`src/rtl/icc_pkg.sv`:
```
package icc_pkg;

  typedef enum logic [1:0] {
    ALU_PASS = 2'd0,
    ALU_AND  = 2'd1,
    ALU_ADD  = 2'd2
  } aluOp_e;

  // shared bus source codes
  localparam logic [2:0] SEL_NONE = 3'd0;
  localparam logic [2:0] SEL_AR   = 3'd1;
  localparam logic [2:0] SEL_PC   = 3'd2;
  localparam logic [2:0] SEL_DR   = 3'd3;
  localparam logic [2:0] SEL_AC   = 3'd4;
  localparam logic [2:0] SEL_IR   = 3'd5;
  localparam logic [2:0] SEL_MEM  = 3'd7;

  typedef struct packed {
    logic [2:0] busSel;
    logic       arLd;
    logic       arInc;
    logic       pcLd;
    logic       pcInc;
    logic       drLd;
    logic       drInc;
    logic       acLd;
    logic       irLd;
    logic       memRd;
    logic       memWr;
    aluOp_e     aluOp;
  } strobes_t;

endpackage

```
`src/rtl/icc_datapath.sv`:
```
module icc_datapath
  import icc_pkg::*;
#(
  parameter int DATA_W = 16,
  parameter int ADDR_W = 12
) (
  input  logic                     clk,
  input  logic                     rst,
  input  strobes_t                 st,
  input  logic [DATA_W-1:0]        memRdData,
  output logic [ADDR_W-1:0]        memAddr,
  output logic [DATA_W-1:0]        memWrData,
  output logic                     memRead,
  output logic                     memWrite,
  output logic [DATA_W-ADDR_W-1:0] irTop,
  output logic                     drZero,
  output logic [DATA_W-1:0]        acOut,
  output logic [ADDR_W-1:0]        pcOut
);
  localparam int PAD = DATA_W - ADDR_W;

  logic [ADDR_W-1:0] arReg, pcReg;
  logic [DATA_W-1:0] drReg, acReg, irReg;
  logic [DATA_W-1:0] bus, aluRes;

  always_comb begin
    case (st.busSel)
      SEL_AR:  bus = {{PAD{1'b0}}, arReg};
      SEL_PC:  bus = {{PAD{1'b0}}, pcReg};
      SEL_DR:  bus = drReg;
      SEL_AC:  bus = acReg;
      SEL_IR:  bus = irReg;
      SEL_MEM: bus = memRdData;
      default: bus = '0;
    endcase
  end

  always_comb begin
    case (st.aluOp)
      ALU_AND: aluRes = acReg & drReg;
      ALU_ADD: aluRes = acReg + drReg;
      default: aluRes = drReg;
    endcase
  end

  always_ff @(posedge clk) begin
    if (rst) begin
      arReg <= '0;
      pcReg <= '0;
      drReg <= '0;
      acReg <= '0;
      irReg <= '0;
    end else begin
      if (st.arLd)       arReg <= bus[ADDR_W-1:0];
      else if (st.arInc) arReg <= arReg + 1'b1;
      if (st.pcLd)       pcReg <= bus[ADDR_W-1:0];
      else if (st.pcInc) pcReg <= pcReg + 1'b1;
      if (st.drLd)       drReg <= bus;
      else if (st.drInc) drReg <= drReg + 1'b1;
      if (st.acLd)       acReg <= aluRes;
      if (st.irLd)       irReg <= bus;
    end
  end

  assign memAddr   = arReg;
  assign memWrData = bus;
  assign memRead   = st.memRd;
  assign memWrite  = st.memWr;
  assign irTop     = irReg[DATA_W-1:ADDR_W];
  assign drZero    = (drReg == '0);
  assign acOut     = acReg;
  assign pcOut     = pcReg;

endmodule

```
`src/rtl/icc_control.sv`:
```
module icc_control
  import icc_pkg::*;
#(
  parameter int DATA_W = 16,
  parameter int ADDR_W = 12,
  parameter int STEPS  = 7
) (
  input  logic                     clk,
  input  logic                     rst,
  input  logic                     halt,
  input  logic                     extDone,
  input  logic [DATA_W-ADDR_W-1:0] irTop,
  input  logic                     drZero,
  output strobes_t                 st,
  output logic [STEPS-1:0]         timeStep,
  output logic                     regRefEn,
  output logic                     ioEn
);
  localparam int TOP_W  = DATA_W - ADDR_W;
  localparam int OPC_W  = TOP_W - 1;
  localparam int NUM_OP = 1 << OPC_W;
  localparam int SC_W   = $clog2(STEPS);

  logic [SC_W-1:0]   seqCnt;
  logic [OPC_W-1:0]  opcode;
  logic [NUM_OP-1:0] dec;
  logic              iFlag, opSeven, scClr;

  assign opcode  = irTop[OPC_W-1:0];
  assign opSeven = dec[NUM_OP-1];

  for (genvar g = 0; g < NUM_OP; g++) begin : g_opdec
    assign dec[g] = (opcode == OPC_W'(g));
  end

  for (genvar g = 0; g < STEPS; g++) begin : g_tdec
    assign timeStep[g] = (seqCnt == SC_W'(g));
  end

  always_ff @(posedge clk) begin
    if (rst)                       iFlag <= 1'b0;
    else if (timeStep[2] && !halt) iFlag <= irTop[TOP_W-1];
  end

  always_ff @(posedge clk) begin
    if (rst)                          seqCnt <= '0;
    else if (halt)                    seqCnt <= seqCnt;
    else if (scClr)                   seqCnt <= '0;
    else if (timeStep[3] && opSeven)  seqCnt <= seqCnt;
    else                              seqCnt <= seqCnt + 1'b1;
  end

  always_comb begin
    st       = '0;
    st.aluOp = ALU_PASS;
    scClr    = 1'b0;
    if (!halt) begin
      if (timeStep[0]) begin
        st.busSel = SEL_PC;  st.arLd = 1'b1;
      end
      if (timeStep[1]) begin
        st.busSel = SEL_MEM; st.memRd = 1'b1; st.irLd = 1'b1; st.pcInc = 1'b1;
      end
      if (timeStep[2]) begin
        st.busSel = SEL_IR;  st.arLd = 1'b1;
      end
      if (timeStep[3]) begin
        if (!opSeven && iFlag) begin
          st.busSel = SEL_MEM; st.memRd = 1'b1; st.arLd = 1'b1;
        end
        if (opSeven && extDone) scClr = 1'b1;
      end
      if (timeStep[4]) begin
        if (dec[0] || dec[1] || dec[2] || dec[6]) begin
          st.busSel = SEL_MEM; st.memRd = 1'b1; st.drLd = 1'b1;
        end
        if (dec[3]) begin
          st.busSel = SEL_AC; st.memWr = 1'b1; scClr = 1'b1;
        end
        if (dec[4]) begin
          st.busSel = SEL_AR; st.pcLd = 1'b1; scClr = 1'b1;
        end
        if (dec[5]) begin
          st.busSel = SEL_PC; st.memWr = 1'b1; st.arInc = 1'b1;
        end
      end
      if (timeStep[5]) begin
        if (dec[0]) begin st.acLd = 1'b1; st.aluOp = ALU_AND;  scClr = 1'b1; end
        if (dec[1]) begin st.acLd = 1'b1; st.aluOp = ALU_ADD;  scClr = 1'b1; end
        if (dec[2]) begin st.acLd = 1'b1; st.aluOp = ALU_PASS; scClr = 1'b1; end
        if (dec[5]) begin
          st.busSel = SEL_AR; st.pcLd = 1'b1; scClr = 1'b1;
        end
        if (dec[6]) st.drInc = 1'b1;
      end
      if (timeStep[6] && dec[6]) begin
        st.busSel = SEL_DR; st.memWr = 1'b1; st.pcInc = drZero; scClr = 1'b1;
      end
    end
  end

  assign regRefEn = !halt && timeStep[3] && opSeven && !iFlag;
  assign ioEn     = !halt && timeStep[3] && opSeven && iFlag;

endmodule

```
`src/rtl/instr_cycle_ctrl.sv`:
```
module instr_cycle_ctrl
  import icc_pkg::*;
#(
  parameter int DATA_W = 16,
  parameter int ADDR_W = 12,
  parameter int STEPS  = 7
) (
  input  logic              clk,
  input  logic              rst,
  input  logic              halt,
  input  logic              extDone,
  input  logic [DATA_W-1:0] memRdData,
  output logic [ADDR_W-1:0] memAddr,
  output logic [DATA_W-1:0] memWrData,
  output logic              memRead,
  output logic              memWrite,
  output logic              regRefEn,
  output logic              ioEn,
  output logic [STEPS-1:0]  timeStep,
  output logic [DATA_W-1:0] acOut,
  output logic [ADDR_W-1:0] pcOut
);
  strobes_t                 st;
  logic [DATA_W-ADDR_W-1:0] irTop;
  logic                     drZero;

  icc_control #(.DATA_W(DATA_W), .ADDR_W(ADDR_W), .STEPS(STEPS)) uCtl (
    .clk(clk), .rst(rst), .halt(halt), .extDone(extDone),
    .irTop(irTop), .drZero(drZero), .st(st), .timeStep(timeStep),
    .regRefEn(regRefEn), .ioEn(ioEn)
  );

  icc_datapath #(.DATA_W(DATA_W), .ADDR_W(ADDR_W)) uDp (
    .clk(clk), .rst(rst), .st(st), .memRdData(memRdData),
    .memAddr(memAddr), .memWrData(memWrData), .memRead(memRead),
    .memWrite(memWrite), .irTop(irTop), .drZero(drZero),
    .acOut(acOut), .pcOut(pcOut)
  );

endmodule

```
`config.mk`:
```
export PLATFORM = sky130hd
export DESIGN_NAME = instr_cycle_ctrl
export DESIGN_NICKNAME = d
export VERILOG_FILES = /design/src/rtl/icc_pkg.sv /design/src/rtl/icc_datapath.sv /design/src/rtl/icc_control.sv /design/src/rtl/instr_cycle_ctrl.sv
export SDC_FILE = /design/constraint.sdc
export NUM_CORES = 1
export LEC_CHECK = 0
export BUFFER_PORTS_ARGS = -buffer_cell sky130_fd_sc_hd__clkbuf_2
export CORE_ASPECT_RATIO = 2
export CORE_MARGIN = 2
export CORE_UTILIZATION = 28
export DETAILED_ROUTE_END_ITERATION = 6
export SYNTH_ARGS = -nofsm -noshare
export SYNTH_HDL_FRONTEND = slang
export SYNTH_HIERARCHICAL = 1
export SYNTH_SLANG_ARGS = --single-unit
```
`constraint.sdc`:
```
create_clock -name clk -period 3.65 [get_ports clk]
set_input_delay 0.5475 -clock clk [delete_from_list [all_inputs] [get_ports clk]]
set_output_delay 0.5475 -clock clk [all_outputs]
set_load 0.005 [all_outputs]
```
Yosys cells after proc, flatten, opt, wreduce, memory -nomap -nowiden:

Cells that the tools add are included.

* $add $sub $neg: 5
* equality and inequality tests: 22
* mux-type cells: 62
* bitwise gates (word level): 2
* reductions and logical operators: 22

Operators by type and width (count)
* $pmux 16 s6: 1
* $mux 12: 4
* $mux 3: 12
* $mux 16: 2
* $pmux 16 s2: 1
* $mux 1: 31
* $eq 3x3->1 const B: 10
* $add 12x1->12 const B: 2
* $eq 3x2->1 const B: 6
* $add 16x1->16 const B: 1
* $add 16x16->16: 1
* $and 16x16->16: 1
* $logic_not 16->1: 1
* $mux 15: 1
* $mux 2: 7
* $mux 4: 3
* $eq 3x1->1 const B: 3
* $logic_and 1x1->1: 9
* $logic_not 3->1: 2
* $reduce_bool 2->1: 3
* $add 3x1->3 const B: 1
* $logic_not 1->1: 3
* $logic_or 1x1->1: 3
* $eq 2x1->1 const B: 1
* 4 further kinds: 4

* bits in registers: 76
* input bits: 20
* output and inout port bits: 67
* word-level logic and storage cells: 120

Depth between registers and ports, before layout:

Gate-level depths: netlist of run 1.

* depth after elaboration: 18
* mapped depth: 15
* mapped depth without buffers: 13

Hierarchy:

The synthesis of run 1 kept the hierarchy.

By module, submodules not included
* icc_datapath: instances 1, cells each 632, area an instance 5063.6 um^2, seq. area each 1441.4 um^2
* icc_control: instances 1, cells each 91, area an instance 661.9 um^2, seq. area each 80.1 um^2

Least setup slack after synthesis of run 1:

OpenSTA, ideal clock, no wires.

* kind: register -> output
* start point: register uCtl.seqCnt[0]
* end point: output port memWrData[1]
* arrival: 2.536 ns
* data required time: 3.102 ns
* setup slack: 0.567 ns
* cell stages (with the launch flop): 12
* buffers on the path: 2
* cells stage by stage: dfxtp_1 -> inv_1 -> ha_1 -> and3b_1 -> o211a_1 -> a2111oi_1 -> buf_2 -> buf_6 -> mux4_2 -> nand2_1 -> o21a_1 -> inv_1

RTL lines
* from (decl): RTL line icc_control.sv:24 `logic [SC_W-1:0] seqCnt;`
* from (signal assigned): RTL line icc_control.sv:47 `else if (halt) seqCnt <= seqCnt;`
* from (signal assigned): RTL line icc_control.sv:49 `else if (timeStep[3] && opSeven) seqCnt <= seqCnt;`
* from (signal assigned): RTL line icc_control.sv:50 `else seqCnt <= seqCnt + 1'b1;`
* to (decl): RTL line instr_cycle_ctrl.sv:14 `output logic [DATA_W-1:0] memWrData,`

==> results of run 1 <==
cells in the mapped netlist (8+ instances only):
cell type	instances	share of area
a211oi_1	52	0.068
a21oi_1	21	0.018
a22o_1	8	0.012
a22oi_1	16	0.021
buf_2	12	0.010
clkbuf_1	33	0.022
dfxtp_1	76	0.27
ha_1	27	0.059
inv_1	35	0.023
mux2i_1	22	0.038
nand2_1	48	0.031
nand3_1	25	0.022
nand4_1	17	0.019
nor2_1	76	0.050
nor2b_1	18	0.020
nor3_1	18	0.016
o21a_1	10	0.013
o21ai_0	32	0.028
xnor2_1	31	0.047
xor2_1	12	0.018
layout make-up:
type,count,area (µm²)
fill,2115,13200
multi-input combinational,554,3990
sequential,76,1530
timing repair buffer,129,811
tap,266,333
clock buffer,10,229
inverter,37,139
clock inverter,6,87.6
worst max-delay path by stage:
stage,endpoint,depth (start not counted)
floorplan,memWrData[1],11
global placement,memWrData[2],12
detailed placement,memWrData[11],11
CTS,memWrData[14],13
global route,memWrData[7],12
finish,memWrData[7],12
registers in the layout, indices dropped and copies added (netlist names):
name         count
uDp/pcOut       12
uDp/acOut       16
uDp/drReg       16
uCtl/iFlag       1
uDp/memAddr     12
uCtl/seqCnt      3
uDp/irReg       16
repair_timing:
action | CTS | global route
gates resized for setup | 19 | 20
endpoints found under the setup margin | 16 | 16
pin swaps | 2 | 4
setup buffers | 0 | 5
cloned | 1 | 1
critical path, delay by kind of cell, from the launching register on:
kind,cells,cell delay (ps)
AND/OR/NAND/NOR,2,300
multiplexers,1,480
AO/OA/AOI/OAI,3,710
flip-flops,1,380
adder cells (fa/ha/maj),1,220
buffers and inverters,5,560
where the power goes:
part	total, mW	switching, mW	leakage [nW]	internal [mW]
logic	0.402	0.227	2.05	0.175
clock network	0.976	0.375	0.157	0.600
registers	0.898	0.0420	0.617	0.856
stage by stage:
step           utilization  hold slack [ps]  instances  TNS [ps]
2_1_floorplan            -              454        723         0
3_3_place_gp         0.325              467       1056         0
3_5_place_dp         0.325              476       1056         0
4_1_cts              0.344              485       1073     -30.6
5_1_grt              0.351              507       1078     -4.70
6_report             0.351              486       1078         0
layer usage:
layer  wire (µm)  vias up  part of all wire
met5           0        -                 0
met4         971        0             0.048
met3         659       58             0.033
met2       11300      164              0.56
met1        7170     2805              0.36
li1            -     2817                 -
logic make-up after synthesis:
kind of cell,after synthesis,share of synthesized area
simple gates,251,0.219
compound gates,199,0.247
buf+inv,93,0.0695
flops,76,0.266
xor+xnor,43,0.0658
mux,33,0.0699
fa+ha+maj,28,0.0625
==> results by group, run 1 <==
Power and ir drop
  – Power Dens Cells: between 300 and 400 mW/mm²
  – P_leak: 2.83 nW
  – Max IR drop VDD: between 200 and 250 µV
  – Tot Pwr: 2.27 mW

Global routing
  – GRT Max-Usage Layer: met2
  – Met3 Use GR: 0.0180
  – First-pass GRT wire length: a little over 30000 µm
  – Met1 usage: 0.183
  – Vias in the first global route: between 5000 and 6000
  – Largest net degree at the start of global routing: 75
  – Antenna violations before repair: 0
  – Tot GR Track Use: 0.184
  – Met2 usage: 0.364
  – GRT overflow: 0

Synthesis
  – Syn nets: about 770
  – Mapped Cells: ~720
  – Seq cells post-synth: 76
  – Yosys synthesis warning count: 6
  – Mapped Area: 0.00573 mm²
  – Mean post-synth cell area: 7.92 µm²
  – Sequential area share after synthesis: 0.266
  – Post-synth cell types: 67
  – Post-synth EDFFs: 0
  – Asr flop ratio synth: 0
  – Top_reg_cell synth: dfxtp_1

Die
  – Initial Util: 0.282
  – Width of the die: around 110 µm
  – Total die area: ~0.022 mm²
  – # IOs: between 80 and 90
  – Core ar.: between 0.02 and 0.025 mm²
  – Standard-cell rows: 74
  – Die height: ~210 µm

Routing
  – Initial drt markers: 406
  – Pre-antenna DRT Iters: 5
  – Avg WL per Cell: 18.6 µm
  – Vias: 5844
  – DRC: 0
  – Number of vias per cell: 5.42
  – DRT antenna net count: 0
  – Routed wire length: 20100 µm

Clocking
  – CTS Hold Buffers Added: 0
  – CTS Buf Count: 9
  – H-tree depth: 3
  – Clk root buf: clkbuf_16
  – Clk slew on worst S/H paths: about 60 ps
  – Clock Latency Late Sink: between 300 and 400 ps
  – # clock sinks: 76
  – CTS tree: done
  – Max clock buf depth: 2

Finish
  – Final instance area: roughly 0.0071 mm²
  – Commonest non-fill, non-tap cell in the layout: clkbuf_2
  – Most frequent cells in the layout: clkbuf_2, nor2_1, dfxtp_1
  – Synth-to-Final Area Change: 24.2%
  – Share of cells above drive strength 1: 0.249
  – # nets final: 855
  – Ant. Diodes: 0

STA
  – Fin worst setup slack: ~110 ps
  – Fmax: between 200 and 300 MHz
  – Tcrit/Tclk final: 0.969
  – Hold Violations, Final: 0
  – Clk_skew: a little over 8 ps
  – Min Tclk post-route: around 3500 ps
  – Slew margin rel.: 0.304
  – Least-Margin Pin Slew: between 1000 and 1500 ps
  – # setup viols final: 0
  – Slew Viols, Final: 0

Critical path
  – CP max stage cell: mux4_2
  – Worst EP required: between 3000 and 4000 ps
  – CP peak stage delay: approximately 480 ps
  – Worst setup EP type: primary output
  – Critical R2R Capture: uDp/pcOut[11]$_SDFFE_PP0P_
  – WP data arrival: 2990 ps
  – R2R depth: 12
  – Crit path kind: reg2out
  – Setup crit start: uCtl/seqCnt[0]$_SDFFE_PP0P_
  – Most common cell on crit path: inv_1
  – Reg2reg start: uDp/drReg[1]$_SDFFE_PP0P_
  – Cells along the critical path: inv_1 -> ha_2 -> and3b_1 -> o211a_4 -> a2111oi_4 -> buf_6 -> buf_4 -> mux4_2 -> nand2_1 -> o21a_1 -> inv_1 -> clkbuf_2
  – Crit path max fanout: 5
  – Register-to-register setup slack: between 500 and 600 ps
  – Critical Path Source Type: flip-flop

Hold path
  – Hold endpoint: uDp/irReg[4]$_SDFFE_PP0P_
  – Hold path depth: 2
  – Hold Startpoint: uDp/irReg[4]$_SDFFE_PP0P_
  – Hold Path Class: reg2reg

Placed design
  – Gpl congestion: about 0.92
  – Placed Instance Area: 0.00658 mm²
  – Place WS: 120 ps
  – HPWL after detailed placement: roughly 15000 µm
  – Count of input and output buffers: 86

Job
  – Max_cap viols: 0

Outcome
  – Outcome: finished clean
Note: power is estimated with default switching activity, not from simulation.
==> inputs of run 2 (changes only) <==
ABC_AREA = 1   (was not set)
==> run 2 against run 1 <==
  * Design area grew 4.2%
  * Die area grew 6.6%
  * Via count grew 21%
  * Worst hold slack gained 24 ps
  * Sequential cell count is the same
  * Critical path depth grew 4
  * Clock skew is essentially flat
  * Register-to-register slack lost 20 ps
  * Count of clock-buffer cells in the layout grew 1
  * Final cell count grew 27%
==> results by group, run 2 <==
Finish
  – Area of the multi-input gates: between 0.003 and 0.004 mm²
  – # nets final: ~1100
  – Reg area: between 0.0015 and 0.002 mm²
  – Share of cells above drive strength 1: 0.160
  – Commonest non-fill, non-tap cell in the layout: nand2_1
  – Most frequent cells in the layout: nand2_1, inv_1, a21oi_1
  – Post-route insts no fill: 1366
  – Ant. Diodes: 0
  – Synth-to-Final Area Change: 21.2%
  – Filler cells: 2418
  – Final instance area: around 0.0074 mm²

Synthesis
  – Post-synth EDFFs: 0
  – Mean post-synth cell area: roughly 6 µm²
  – Top post-synthesis cells by count: nand2_1, inv_1, a21oi_1, dfxtp_1
  – Area leader, netlist: dfxtp_1
  – Post-synth top area share: 0.249
  – Asr flop ratio synth: 0
  – Top cells by area, synth: dfxtp_1, nand2_1, inv_1, a21oi_1, ha_1
  – Syn nets: roughly 1100
  – Count leader, synth: nand2_1
  – Seq cells post-synth: 76
  – Top_reg_cell synth: dfxtp_1
  – Mapped Area: slightly above 0.006 mm²
  – Sequential area share after synthesis: 0.249
  – Post-synth cell types: 44
  – Mapped Cells: between 1000 and 1500
  – Yosys synthesis warning count: 6

Power and ir drop
  – P_leak: 3.67 nW
  – Max IR drop VDD: between 200 and 300 µV
  – Power Dens Cells: 320 mW/mm²

Routing
  – Metal3 WL: roughly 1100 µm
  – DRC: 0
  – Highest Signal Layer: met4
  – Initial drt markers: between 500 and 600
  – Avg WL per Cell: 17.2 µm
  – DRT antenna net count: 0
  – Met2 wire len: between 10000 and 15000 µm
  – Number of vias per cell: approximately 5.2
  – Vias: 7100
  – Routed wire length: around 24000 µm
  – Pre-antenna DRT Iters: 5
  – M1 WL: slightly above 8000 µm

Placed design
  – Cell count after placement: 1340
  – Place WS: 211 ps
  – Gpl congestion: just over 0.9
  – Count of input and output buffers: 86
  – HPWL after detailed placement: 18200 µm
  – Placed Instance Area: 0.00684 mm²

Die
  – Total die area: 0.0231 mm²
  – Width of the die: between 100 and 150 µm
  – Standard-cell rows: 76
  – # IOs: 87
  – Core ar.: roughly 0.021 mm²
  – Initial Util: 0.284
  – Die height: 213 µm

Critical path
  – WP data arrival: 2990 ps
  – R2R depth: 12
  – Buf/Inv on CP: 7
  – Worst EP required: between 3000 and 4000 ps
  – Crit path max fanout: 16
  – Critical R2R Capture: uDp/pcOut[1]$_SDFFE_PP0P_
  – Delay-heaviest family, CP: buffers and inverters
  – Crit path kind: reg2out
  – CP max stage cell: dfxtp_1
  – Critical Path Source Type: flip-flop
  – Reg2reg start: uDp/drReg[1]$_SDFFE_PP0P_
  – Most common cell on crit path: inv_1
  – Register-to-register setup slack: between 500 and 600 ps
  – Worst setup EP type: primary output
  – CP peak stage delay: between 300 and 400 ps
  – Cells along the critical path: inv_1 -> ha_1 -> nand2_2 -> inv_1 -> nand3_1 -> inv_1 -> nor2_2 -> nand3_1 -> a21oi_4 -> buf_4 -> nand3_1 -> buf_6 -> o22ai_1 -> nor2_4 -> inv_1 -> clkbuf_2

Global routing
  – GRT overflow: 0
  – First-pass GRT wire length: 35500 µm
  – Antenna violations before repair: 0
  – Vias in the first global route: roughly 6800
  – Largest net degree at the start of global routing: 49
  – Tot GR Track Use: 0.202

STA
  – Fin worst setup slack: 112 ps
  – Fmax: about 280 MHz
  – Slew margin rel.: 0.366
  – RSZ-0062 raised after global routing: true
  – Clk_skew: 7.95 ps
  – Tcrit/Tclk final: 0.969
  – Hold Violations, Final: 0
  – # setup viols final: 0
  – Slew Viols, Final: 0
  – Min Tclk post-route: about 3500 ps
  – Least-Margin Pin Slew: approximately 950 ps
  – WHS: 510 ps

Clocking
  – CTS tree: done
  – Clk slew on worst S/H paths: roughly 60 ps
  – H-tree depth: 3
  – CTS Buf Count: 9
  – CTS Hold Buffers Added: 0
  – # clock sinks: 76
  – Clock Latency Late Sink: approximately 360 ps
  – Clk root buf: clkbuf_16
  – Max clock buf depth: 2

Hold path
  – Hold endpoint: uCtl/iFlag$_SDFFE_PP0P_
  – Hold path depth: 2
  – Hold Path Class: reg2reg
  – Hold Startpoint: uCtl/iFlag$_SDFFE_PP0P_

Job
  – Max_cap viols: 0

Outcome
  – Outcome: finished clean
-- run 2: logic make-up (layout without fill, tap and decap cells) --
logic type                 count (synthesis)  after routing  synth area share
xor gates and xnor gates                  19             19            0.0272
DFF                                       76             76             0.249
buffers and inverters                    234            325             0.151
and+or+nand+nor                          412            412             0.299
adders and majority gates                 28             28            0.0585
AOI/OAI and AO/OA                        233            233             0.215
-- run 2: worst register-to-register path: stages, from the launching register on --
cell,delay (ps)
dfxtp_1,400
inv_1,220
ha_1,270
nand4_1,160
nor4_1,600
nand2_1,120
a21oi_1,350
buf_4,240
nor2_1,70
inv_1,230
o21ai_0,150
a21oi_1,130
nor2_1,50
-- run 2: cell type report --
cell class / instances / share of cell area
inverters: 196 / 0.0995
multi-input cells: 692 / 0.512
well taps: 273 / 0.0461
repair buffers: 113 / 0.0899
clock inverters: 5 / 0.0145
flip-flops and latches: 76 / 0.205
clock buffers: 11 / 0.0328
-- run 2: metal layers --
layer | vias up | track usage
met5 | - | 0
met4 | 0 | 0.141
met3 | 88 | 0.0308
met2 | 277 | 0.382
met1 | 3300 | 0.194
li1 | 3435 | -
-- run 2: worst max-delay path by stage --
stage                                startpoint       endpoint  depth (start not counted)
floorplan           uCtl/seqCnt[0]$_SDFFE_PP0P_   memWrData[3]                         17
global placement    uCtl/seqCnt[0]$_SDFFE_PP0P_  memWrData[13]                         15
detailed placement  uCtl/seqCnt[0]$_SDFFE_PP0P_  memWrData[12]                         16
CTS                 uCtl/seqCnt[0]$_SDFFE_PP0P_  memWrData[13]                         15
global route         uDp/irReg[14]$_SDFFE_PP0P_   memWrData[2]                         16
finish              uCtl/seqCnt[0]$_SDFFE_PP0P_  memWrData[13]                         16
-- run 2: power by group --
group	leakage, nW	internal, mW	total (mW)	switching [mW]
combinational	2.88	0.138	0.380	0.242
clock	0.170	0.691	1.08	0.385
sequential	0.617	0.866	0.917	0.0509
total	3.67	1.70	2.37	0.678
-- run 2: through the flow --
step | power [mW] | TNS [ps] | util
3_3_place_gp | 1.27 | 0 | 0.318
6_report | 2.37 | 0 | 0.345
3_5_place_dp | 1.27 | 0 | 0.318
5_1_grt | 2.47 | -219 | 0.345
2_1_floorplan | 1.14 | 0 | -
4_1_cts | 2.36 | 0 | 0.335
-- run 2: timing repair --
item                                    4_1_cts  5_1_grt
resized for setup                             4       25
buffers inserted                              0        9
cloned                                        0        1
pin swaps                                     0        4
endpoints found under the setup margin        4       16
==> inputs of run 3 (changes only) <==
SETUP_SLACK_MARGIN = 0.5   (was not set)
==> run 3 against run 2 <==
  * The run now ends with DRC left
  * Via count increased by 5.2%
  * Sequential share of layout area decreased by 2.0 points
  * Combinational power increased by 32%
  * Count of clock-buffer cells in the layout unchanged
==> results by group, run 3 (synthesis gave the netlist of run 2 again) <==
Outcome
  – Outcome: finished with violations
  – Failing checks: DRC

Die
  – Standard-cell rows: 76
  – Die height: 213 µm
  – Initial Util: 0.284
  – Core ar.: roughly 0.021 mm²
  – Total die area: 0.0231 mm²
  – # IOs: 87
  – Width of the die: approximately 110 µm

Clocking
  – CTS tree: done
  – CTS Hold Buffers Added: 0
  – # clock sinks: 76
  – Clock Latency Late Sink: 360 ps
  – Clk slew on worst S/H paths: about 60 ps
  – CTS Buf Count: 9
  – H-tree depth: 3
  – Max clock buf depth: 2
  – Clk root buf: clkbuf_16

Critical path
  – Worst path depth: 17
  – Worst setup EP type: primary output
  – Crit path kind: reg2out
  – R2R depth: 24
  – Crit path max fanout: 7
  – CP peak stage delay: 400 ps
  – Buf/Inv on CP: 8
  – Reg2reg start: uCtl/seqCnt[0]$_SDFFE_PP0P_
  – Worst EP required: 3100 ps
  – Critical Path Source Type: flip-flop
  – Register-to-register setup slack: a little over 400 ps
  – Delay-heaviest family, CP: buffers and inverters
  – CP max stage cell: dfxtp_4
  – Critical R2R Capture: uDp/drReg[2]$_SDFFE_PP0P_
  – WP data arrival: ~2900 ps
  – Cells along the critical path: inv_4 -> ha_4 -> nand2_4 -> inv_2 -> nand3_2 -> inv_1 -> nor2_2 -> nand3_2 -> a21oi_4 -> buf_6 -> nand3_4 -> buf_8 -> buf_4 -> o22ai_1 -> nor3_1 -> inv_1 -> clkbuf_2

STA
  – Least-Margin Pin Slew: 981 ps
  – # setup viols final: 0
  – Fmax: 295 MHz
  – Setup TNS: 0 ps
  – Clk_skew: just over 9 ps
  – Fin worst setup slack: between 200 and 300 ps
  – Min Tclk post-route: approximately 3400 ps
  – RSZ-0062 raised after global routing: true
  – Tcrit/Tclk final: 0.930
  – Slew margin rel.: 0.345
  – Hold Violations, Final: 0
  – Slew Viols, Final: 0

Finish
  – Synth-to-Final Area Change: 35.7%
  – Final instance area: 0.00830 mm²
  – Ant. Diodes: 0
  – Most frequent cells in the layout: nand2_1, inv_1, a21oi_1
  – # nets final: around 1200
  – Share of cells above drive strength 1: 0.255
  – Post-route core utilization: 0.386
  – Commonest non-fill, non-tap cell in the layout: nand2_1
  – Post-route insts no fill: approximately 1400

Global routing
  – Largest net degree at the start of global routing: 49
  – Antenna violations before repair: 0
  – GRT overflow: 0
  – Tot GR Track Use: 0.220
  – Vias in the first global route: 7220
  – First-pass GRT wire length: 38400 µm

Routing
  – Pre-antenna DRT Iters: 7
  – Vias: 7469
  – Avg WL per Cell: roughly 18 µm
  – Routed wire length: roughly 26000 µm
  – DRC: 5
  – DRT antenna net count: 0
  – Initial drt markers: 683
  – Number of vias per cell: roughly 5.3

Placed design
  – Count of input and output buffers: 86
  – Place WS: roughly 210 ps
  – HPWL after detailed placement: about 18000 µm
  – Placed Instance Area: between 0.006 and 0.007 mm²
  – Cell count after placement: around 1300
  – Gpl congestion: 0.914

Job
  – Max_cap viols: 0

Power and ir drop
  – P_leak: about 4 nW
  – Max IR drop VDD: around 270 µV
  – Power Dens Cells: around 300 mW/mm²

Hold path
  – Hold Startpoint: uCtl/iFlag$_SDFFE_PP0P_
  – Hold Path Class: reg2reg
  – Hold endpoint: uCtl/iFlag$_SDFFE_PP0P_
  – Hold path depth: 2
==> run 3: cell count changes in the layout (fill, tap and decap cells not counted), sizes merged <==
cell | before | now
nand3b | 3 | 4
clkbuf | 97 | 95
nand3 | 69 | 70
buf | 27 | 81
==> run 3: cell type report <==
cell class	instances	area [µm²]
clock inverter	5	108
inverter	196	744
clock buffer	11	243
tap	273	342
multi-input combinational	694	4170
sequential	76	1540
fill	2271	13200
timing repair buffer	165	1140
==> run 3: repair_timing <==
item | 4_1_cts | 5_1_grt
gates cloned | 4 | 0
buffers inserted | 39 | 21
pin swaps | 26 | 30
gates resized for setup | 84 | 69
endpoints found under the setup margin | 17 | 29
==> run 3: per-stage QoR <==
| stage | hold WS, ps | total power [mW] |
|---|---|---|
| 5_1_grt | 549 | 2.59 |
| 3_5_place_dp | 505 | 1.27 |
| 6_report | 511 | 2.50 |
| 2_1_floorplan | 458 | 1.14 |
| 3_3_place_gp | 492 | 1.27 |
| 4_1_cts | 514 | 2.46 |
==> run 3: power by group <==
part | total (mW) | switching, mW | internal (mW) | leakage, nW
sequential | 0.920 | 0.0547 | 0.866 | 0.621
clock | 1.08 | 0.389 | 0.691 | 0.170
combinational | 0.502 | 0.303 | 0.199 | 3.21
total | 2.50 | 0.747 | 1.76 | 4.00
==> run 3: how the worst max path moves through the flow <==
stage,from,to,slack [ps]
after floorplan,uCtl/seqCnt[0]$_SDFFE_PP0P_,memWrData[3],860
after global placement,uCtl/seqCnt[0]$_SDFFE_PP0P_,memWrData[13],260
after detailed placement,uCtl/seqCnt[0]$_SDFFE_PP0P_,memWrData[12],210
after CTS,uCtl/seqCnt[1]$_SDFFE_PP0P_,memWrData[2],390
after global routing,uCtl/seqCnt[0]$_SDFFE_PP0P_,memWrData[3],190
final,uCtl/seqCnt[0]$_SDFFE_PP0P_,memWrData[3],250
==> run 3: worst min-delay path, stage by stage, from the launching register on <==
cell     delay, ps
dfxtp_1        330
inv_1           70
a21oi_1         60
==> run 3: per-layer routing <==
layer / vias up / GRT usage / wire (µm)
met5: - / 0 / 0
met4: 0 / 0.169 / 2340
met3: 149 / 0.0366 / 1750
met2: 359 / 0.410 / 13400
met1: 3409 / 0.208 / 8550
li1: 3552 / - / -
